--- src/rtl/pci_rd_term_pkg.sv ---
package pci_rd_term_pkg;
    typedef enum logic [1:0] {
        PH_IDLE  = 2'd0,
        PH_FIRST = 2'd1,
        PH_BURST = 2'd2
    } phase_e;
endpackage

--- src/rtl/pci_rd_lat_cnt.sv ---
module pci_rd_lat_cnt #(
    parameter int W = 6
) (
    input  logic         clk,
    input  logic         rst_n,
    input  logic         clr,
    input  logic         inc,
    output logic [W-1:0] count
);
    logic [W-1:0] cnt_d, cnt_q;

    always_comb begin
        cnt_d = cnt_q;
        if (clr)      cnt_d = '0;
        else if (inc) cnt_d = cnt_q + 1'b1;
    end

    always_ff @(posedge clk or negedge rst_n) begin
        if (!rst_n) cnt_q <= '0;
        else        cnt_q <= cnt_d;
    end

    assign count = cnt_q;
endmodule

--- src/rtl/pci_rd_dly_track.sv ---
module pci_rd_dly_track #(
    parameter int AW = 32,
    parameter int CW = 4
) (
    input  logic          clk,
    input  logic          rst_n,
    input  logic          capture,
    input  logic          clear,
    input  logic          ack,
    input  logic [AW-1:0] in_addr,
    input  logic [CW-1:0] in_cmd,
    output logic          pending,
    output logic          consumed,
    output logic          match,
    output logic [AW-1:0] st_addr,
    output logic [CW-1:0] st_cmd
);
    typedef struct packed {
        logic          pend;
        logic          took;
        logic [AW-1:0] addr;
        logic [CW-1:0] cmd;
    } trk_t;

    trk_t trk_d, trk_q;

    always_comb begin
        trk_d = trk_q;
        if (clear) begin
            trk_d.pend = 1'b0;
            trk_d.took = 1'b0;
        end else if (capture) begin
            trk_d.pend = 1'b1;
            trk_d.took = 1'b0;
            trk_d.addr = in_addr;
            trk_d.cmd  = in_cmd;
        end else if (ack && trk_q.pend) begin
            trk_d.took = 1'b1;
        end
    end

    always_ff @(posedge clk or negedge rst_n) begin
        if (!rst_n) trk_q <= '0;
        else        trk_q <= trk_d;
    end

    assign pending  = trk_q.pend;
    assign consumed = trk_q.took;
    assign match    = trk_q.pend && (in_addr == trk_q.addr) && (in_cmd == trk_q.cmd);
    assign st_addr  = trk_q.addr;
    assign st_cmd   = trk_q.cmd;
endmodule

--- src/rtl/pci_rd_term_ctrl.sv ---
module pci_rd_term_ctrl
    import pci_rd_term_pkg::*;
#(
    parameter int AW        = 32,
    parameter int CW        = 4,
    parameter int LAT_SHORT = 16,
    parameter int LAT_LONG  = 32,
    parameter int SUB_LAT   = 8
) (
    input  logic          clk,
    input  logic          rst_n,
    input  logic          lat_sel,
    input  logic          delayed_en,
    input  logic          burst_hint,
    input  logic          hold_off,
    input  logic          rd_start,
    input  logic [AW-1:0] req_addr,
    input  logic [CW-1:0] req_cmd,
    input  logic          last_in,
    input  logic          abort_in,
    input  logic          fifo_empty,
    input  logic          fifo_full,
    input  logic          addr_ack,
    output logic          data_valid,
    output logic          retry,
    output logic          disc,
    output logic          user_req_n,
    output logic [AW-1:0] stored_addr,
    output logic [CW-1:0] stored_cmd
);
    localparam int MAXL = (LAT_LONG > SUB_LAT) ? LAT_LONG : SUB_LAT;
    localparam int CNTW = $clog2(MAXL + 1);
    localparam logic [CNTW-1:0] LIM_S   = CNTW'(LAT_SHORT - 1);
    localparam logic [CNTW-1:0] LIM_L   = CNTW'(LAT_LONG - 1);
    localparam logic [CNTW-1:0] LIM_SUB = CNTW'(SUB_LAT - 1);

    typedef struct packed {
        phase_e phase;
    } ctl_t;

    ctl_t ctl_d, ctl_q;

    logic            pending, consumed, match;
    logic [CNTW-1:0] cnt;
    logic            cnt_clr, cnt_inc, cap, clr_pend;
    logic            hold_act, eff_empty;
    logic [CNTW-1:0] lim_first;

    assign hold_act  = hold_off && !fifo_full;
    assign eff_empty = fifo_empty || hold_act;
    assign lim_first = lat_sel ? LIM_L : LIM_S;

    always_comb begin
        ctl_d      = ctl_q;
        data_valid = 1'b0;
        retry      = 1'b0;
        disc       = 1'b0;
        cap        = 1'b0;
        clr_pend   = 1'b0;
        cnt_clr    = 1'b0;
        cnt_inc    = 1'b0;
        if (abort_in) begin
            ctl_d.phase = PH_IDLE;
            clr_pend    = 1'b1;
            cnt_clr     = 1'b1;
        end else begin
            case (ctl_q.phase)
                PH_IDLE: begin
                    cnt_clr = 1'b1;
                    if (rd_start) begin
                        if (delayed_en) begin
                            if (!pending) begin
                                retry = 1'b1;
                                cap   = 1'b1;
                            end else if (match && consumed && !eff_empty) begin
                                ctl_d.phase = PH_FIRST;
                                clr_pend    = 1'b1;
                            end else begin
                                retry = 1'b1;
                            end
                        end else if (hold_act) begin
                            retry = 1'b1;
                        end else begin
                            ctl_d.phase = PH_FIRST;
                        end
                    end
                end
                PH_FIRST: begin
                    if (!eff_empty) begin
                        data_valid  = 1'b1;
                        cnt_clr     = 1'b1;
                        ctl_d.phase = last_in ? PH_IDLE : PH_BURST;
                    end else if (cnt == lim_first) begin
                        retry       = 1'b1;
                        cnt_clr     = 1'b1;
                        ctl_d.phase = PH_IDLE;
                    end else begin
                        cnt_inc = 1'b1;
                    end
                end
                PH_BURST: begin
                    if (!eff_empty) begin
                        data_valid = 1'b1;
                        cnt_clr    = 1'b1;
                        if (last_in) ctl_d.phase = PH_IDLE;
                    end else if (!burst_hint || cnt == LIM_SUB) begin
                        disc        = 1'b1;
                        cnt_clr     = 1'b1;
                        ctl_d.phase = PH_IDLE;
                    end else begin
                        cnt_inc = 1'b1;
                    end
                end
                default: ctl_d.phase = PH_IDLE;
            endcase
        end
    end

    always_ff @(posedge clk or negedge rst_n) begin
        if (!rst_n) ctl_q <= '{phase: PH_IDLE};
        else        ctl_q <= ctl_d;
    end

    pci_rd_lat_cnt #(.W(CNTW)) u_cnt (
        .clk   (clk),
        .rst_n (rst_n),
        .clr   (cnt_clr),
        .inc   (cnt_inc),
        .count (cnt)
    );

    pci_rd_dly_track #(.AW(AW), .CW(CW)) u_trk (
        .clk      (clk),
        .rst_n    (rst_n),
        .capture  (cap),
        .clear    (clr_pend),
        .ack      (addr_ack),
        .in_addr  (req_addr),
        .in_cmd   (req_cmd),
        .pending  (pending),
        .consumed (consumed),
        .match    (match),
        .st_addr  (stored_addr),
        .st_cmd   (stored_cmd)
    );

    assign user_req_n = !(pending || (ctl_q.phase != PH_IDLE));
endmodule

--- config.mk ---
export PLATFORM = sky130hd
export DESIGN_NAME = pci_rd_term_ctrl
export DESIGN_NICKNAME = d
export VERILOG_FILES = /design/src/rtl/pci_rd_term_pkg.sv /design/src/rtl/pci_rd_lat_cnt.sv /design/src/rtl/pci_rd_dly_track.sv /design/src/rtl/pci_rd_term_ctrl.sv
export SDC_FILE = /design/constraint.sdc
export NUM_CORES = 1
export LEC_CHECK = 0
export ABC_CLOCK_PERIOD_IN_PS = 3540
export CORE_AREA = 2 2 82 84
export CTS_CLUSTER_SIZE = 8
export DETAILED_ROUTE_END_ITERATION = 10
export DIE_AREA = 0 0 84 86
export GPL_TIMING_DRIVEN = 0
export MAX_ROUTING_LAYER = met4
export PLACE_DENSITY = 0.71
export RECOVER_POWER = 50
export SLEW_MARGIN = 10
export SYNTH_ARGS = -nofsm -noshare
export SYNTH_HDL_FRONTEND = slang
export SYNTH_SLANG_ARGS = --single-unit
export TNS_END_PERCENT = 1
--- constraint.sdc ---
create_clock -name clk -period 3.54 [get_ports clk]
set_clock_uncertainty 0.1 [all_clocks]
set_input_delay 0.885 -clock clk [delete_from_list [all_inputs] [get_ports clk]]
set_output_delay 0.885 -clock clk [all_outputs]
set_load 0.05 [all_outputs]
==> impl_metrics.yaml, run 1 <==
outcome:
  run_status: "finished with violations"
  failed_checks: "negative setup slack"
route:
  avgRoutedWirePerCell_um: 15.3
  drtAntennaViolNets: 0
  drt_wl_total_um: 6040
  dr_total_vias: 1990
  firstDrtPassIters: 4
  drt_iter0_markers: 71
  drcViolationCount: 0
  avgViaCountPerCell: 5.04
cells_and_area:
  syn2layout_area_growth_pct: 48.3
  antenna_cells_inserted: 0
  finalInstanceArea_mm2: 0.00368
  layout.cells.non_filler: 395
  drive_above_1_share_pct: 29.6
  final-seq-area_mm2: 0.00115
  postLayoutCoreUtil_pct: 58.6
  multiInputGateArea_mm2: 0.00142
  fin_nets: 370
  filler_cell_count: 559
power:
  internal-power_w: 0.00144
  p_comb_share_pct: 55.6
  share_clk_of_total_power_pct: 12.4
  p_leak_nw: 1.61
  irDropWorstVdd_mv: 0.458
  cellPowerDensity_mw_per_mm2: 744
  seqPwrFrac_pct: 32.0
  power.net_switching_w: 0.00130
  sw_frac_of_total_pct: 47.5
  finalPower_w: 0.00273
cts:
  tritoncts_num_sinks: 46
  tritoncts: "yes"
  cts.hold.buffers_added: 0
  clock_root_buffer_master: "sky130_fd_sc_hd__clkbuf_8"
  clk_pin_slew_ns: 0.08
  worst_skew_pair.late_latency_ns: 0.30
  ctsHtreeMaxLevel: 2
  number_of_buffers_created_by_cts: 5
  cts_buffer_depth: 2
critical_path:
  timing.critical_path.required_ns: 2.55
  worst_setup_path_start_kind: "input port"
  worstSetupEndpointType: "primary output"
  crit_fanout: 2
  worst_ep_arrival_time_ns: 2.65
  critical_setup_path_class: "in2out"
synth:
  yosysUniqueCellTypes: 39
  synthesis.area_per_instance_um2: 11.5
  yosys_warnings: 0
  postSynth.asyncResetShare_pct: 100
  synth-seq-cells: 46
  cells_after_synthesis: 215
  post_synth_instance_area_mm2: 0.00248
  synthesis.nets: 268
  synthFlopType: "sky130_fd_sc_hd__dfrtp_1"
  synth_enable_flop_cells: 0
  synth.yosys.seq_area_share_pct: 46.4
timing:
  fin_ws_ns: -0.0961
  rsz0062_at_grt: "yes"
  final.hold.worst_slack_ns: 0.453
  worst_slew_margin_rel_pct: 10.9
  worst_pin_slew_ns: 1.34
  slew_violations: 0
  finalCritPeriodShare_pct: 103
  post-route-min-period_ns: 3.64
  finalSetupViolations: 1
  clock.fmax_mhz: 275
  final_hold_violations: 0
floorplan:
  core_area_mm2: 0.00628
  placementRows: 29
  die-area_mm2: 0.00722
  die_width_um: 84
  boundaryPins: 88
  die_h_um: 86
  floorplan.initialDensity_pct: 39.5
global_routing:
  grt_pass1_vias: 2096
  global_routing_usage_summed_across_all_routing_layers_pct: 17.3
  grt_first_pass_wirelength_um: 9720
  gr-total-overflow: 0
  grt_max_degree: 26
  initial_antenna_violation_count: 0
hold_path:
  hold_class: "reg2reg"
placed_design:
  place_hpwl_um: 4480
  port_buffers: 87
  final_replace_weighted_congestion: 0.768
  placedCellCount: 380
  placed_area_mm2: 0.00348
flow_run:
  drv.max_cap_violation_count: 0
[worst paths after layout]
check | from | endpoint | slack [ns] | cells past startpoint
hold reg to reg | u_trk.st_addr[20] | u_trk.st_addr[20] | 0.45 | 1
setup / recovery | req_addr[11] | retry | -0.1 | 9
max in group asynchronous | rst_n | ctl_q[1] | 0.86 | 2
setup reg to reg | ctl_q[1] | u_trk.st_addr[30] | 0.88 | 7
min in group asynchronous | rst_n | u_cnt.count[4] | 0.77 | 1
hold / removal | u_trk.st_addr[20] | u_trk.st_addr[20] | 0.45 | 1
[power by group through the flow]
stage	clock, W	sequential [W]	combinational, W
2_1_floorplan	0	0.00146	0.000383
3_3_place_gp	0	0.000865	0.00149
3_5_place_dp	0	0.000875	0.00150
5_1_grt	0.000373	0.000905	0.00160
4_1_cts	0.000347	0.000867	0.00153
6_report	0.000340	0.000874	0.00152
[layout make-up]
cell class	count	area share (%)
buffer	4	0.442
clock buffer	6	2.25
clock inverter	2	0.340
inverter	9	0.919
multi-input combinational	156	38.6
sequential	46	31.3
tap	77	2.62
timing repair buffer	95	23.6
[cell families after synthesis]
logic type	share of synthesized area, %
flip-flops	46.4
adder cells (fa/ha/maj)	2.52
buffers and inverters	2.02
AO/OA/AOI/OAI	8.58
AND/OR/NAND/NOR	11.5
XOR/XNOR	13.1
multiplexers	15.9
[critical path, stage by stage]
cell and delay [ns]:
sky130_fd_sc_hd__dlygate4sd2_1 0.25, sky130_fd_sc_hd__xor2_1 0.15, sky130_fd_sc_hd__nor4_2 0.31, sky130_fd_sc_hd__nand4_1 0.14, sky130_fd_sc_hd__buf_6 0.16, sky130_fd_sc_hd__o41ai_4 0.28
sky130_fd_sc_hd__o21ai_2 0.10, sky130_fd_sc_hd__a41o_4 0.23, sky130_fd_sc_hd__buf_8 0.15
[timing repair]
item / CTS / global route
resized for setup: 52 / 68
setup buffers: 5 / 2
setup endpoints to repair: 3 / 2
pin swaps: 18 / 24
[Yosys cell counts (2+ instances only)]
library cell | number | area share [%]
sky130_fd_sc_hd__a21oi_1 | 5 | 1.0
sky130_fd_sc_hd__and3_1 | 2 | 0.50
sky130_fd_sc_hd__clkbuf_1 | 2 | 0.30
sky130_fd_sc_hd__dfrtp_1 | 46 | 46
sky130_fd_sc_hd__ha_1 | 5 | 2.5
sky130_fd_sc_hd__inv_1 | 9 | 1.4
sky130_fd_sc_hd__mux2_2 | 34 | 15
sky130_fd_sc_hd__nand2_1 | 11 | 1.7
sky130_fd_sc_hd__nand3_1 | 2 | 0.40
sky130_fd_sc_hd__nand4_1 | 5 | 1.3
sky130_fd_sc_hd__nor2_1 | 10 | 1.5
sky130_fd_sc_hd__nor2b_1 | 6 | 1.5
sky130_fd_sc_hd__nor3_1 | 4 | 0.81
sky130_fd_sc_hd__nor4_1 | 7 | 1.8
sky130_fd_sc_hd__o2111ai_1 | 2 | 0.71
sky130_fd_sc_hd__o21a_1 | 3 | 0.91
sky130_fd_sc_hd__o21ai_0 | 5 | 1.0
sky130_fd_sc_hd__xnor2_1 | 10 | 3.5
sky130_fd_sc_hd__xor2_1 | 27 | 9.5
[stage by stage]
step                worst slack (ns)  setup TNS (ns)
global route                  -0.239          -0.277
floorplan                    0.00307               0
CTS                           -0.190          -0.190
finish                       -0.0961         -0.0961
global placement               -1.22           -1.36
detailed placement             -1.21           -1.36
[cell usage in the layout, fill, tap and decap left out, types with 6 or more instances in the layout]
cell type                         count
sky130_fd_sc_hd__buf_4                6
sky130_fd_sc_hd__clkbuf_2            14
sky130_fd_sc_hd__clkbuf_8             6
sky130_fd_sc_hd__clkdlybuf4s15_1      7
sky130_fd_sc_hd__clkdlybuf4s50_1     27
sky130_fd_sc_hd__dfrtp_1             46
sky130_fd_sc_hd__dlygate4sd2_1       10
sky130_fd_sc_hd__dlygate4sd3_1       18
sky130_fd_sc_hd__dlymetal6s2s_1       6
sky130_fd_sc_hd__inv_1                8
sky130_fd_sc_hd__mux2_2              34
sky130_fd_sc_hd__nand2_1             11
sky130_fd_sc_hd__nor2_1               9
sky130_fd_sc_hd__xnor2_1              6
sky130_fd_sc_hd__xor2_1              25
[layer usage]
| layer | wire length, µm | track usage [%] | up-vias |
|---|---|---|---|
| li1 | - | - | 970 |
| met1 | 2620 | 21.1 | 954 |
| met2 | 3080 | 28.7 | 58 |
| met3 | 263 | 3.85 | 8 |
| met4 | 74 | 5.57 | 0 |
| met5 | 0 | - | - |
[state kept, by name, summed over array words and instances (netlist names)]
name / cells
u_trk.consumed: 1
u_trk.pending: 1
ctl_q: 2
u_cnt.count: 6
u_trk.st_addr: 32
u_trk.st_cmd: 4
(Power assumes the default switching activity.)
==> run 2, diff against run 1 <==
- CTS_CLUSTER_DIAMETER: unset -> 120
==> results of run 2 <==
Final layout, timing and power as in run 1 (identical DEF).
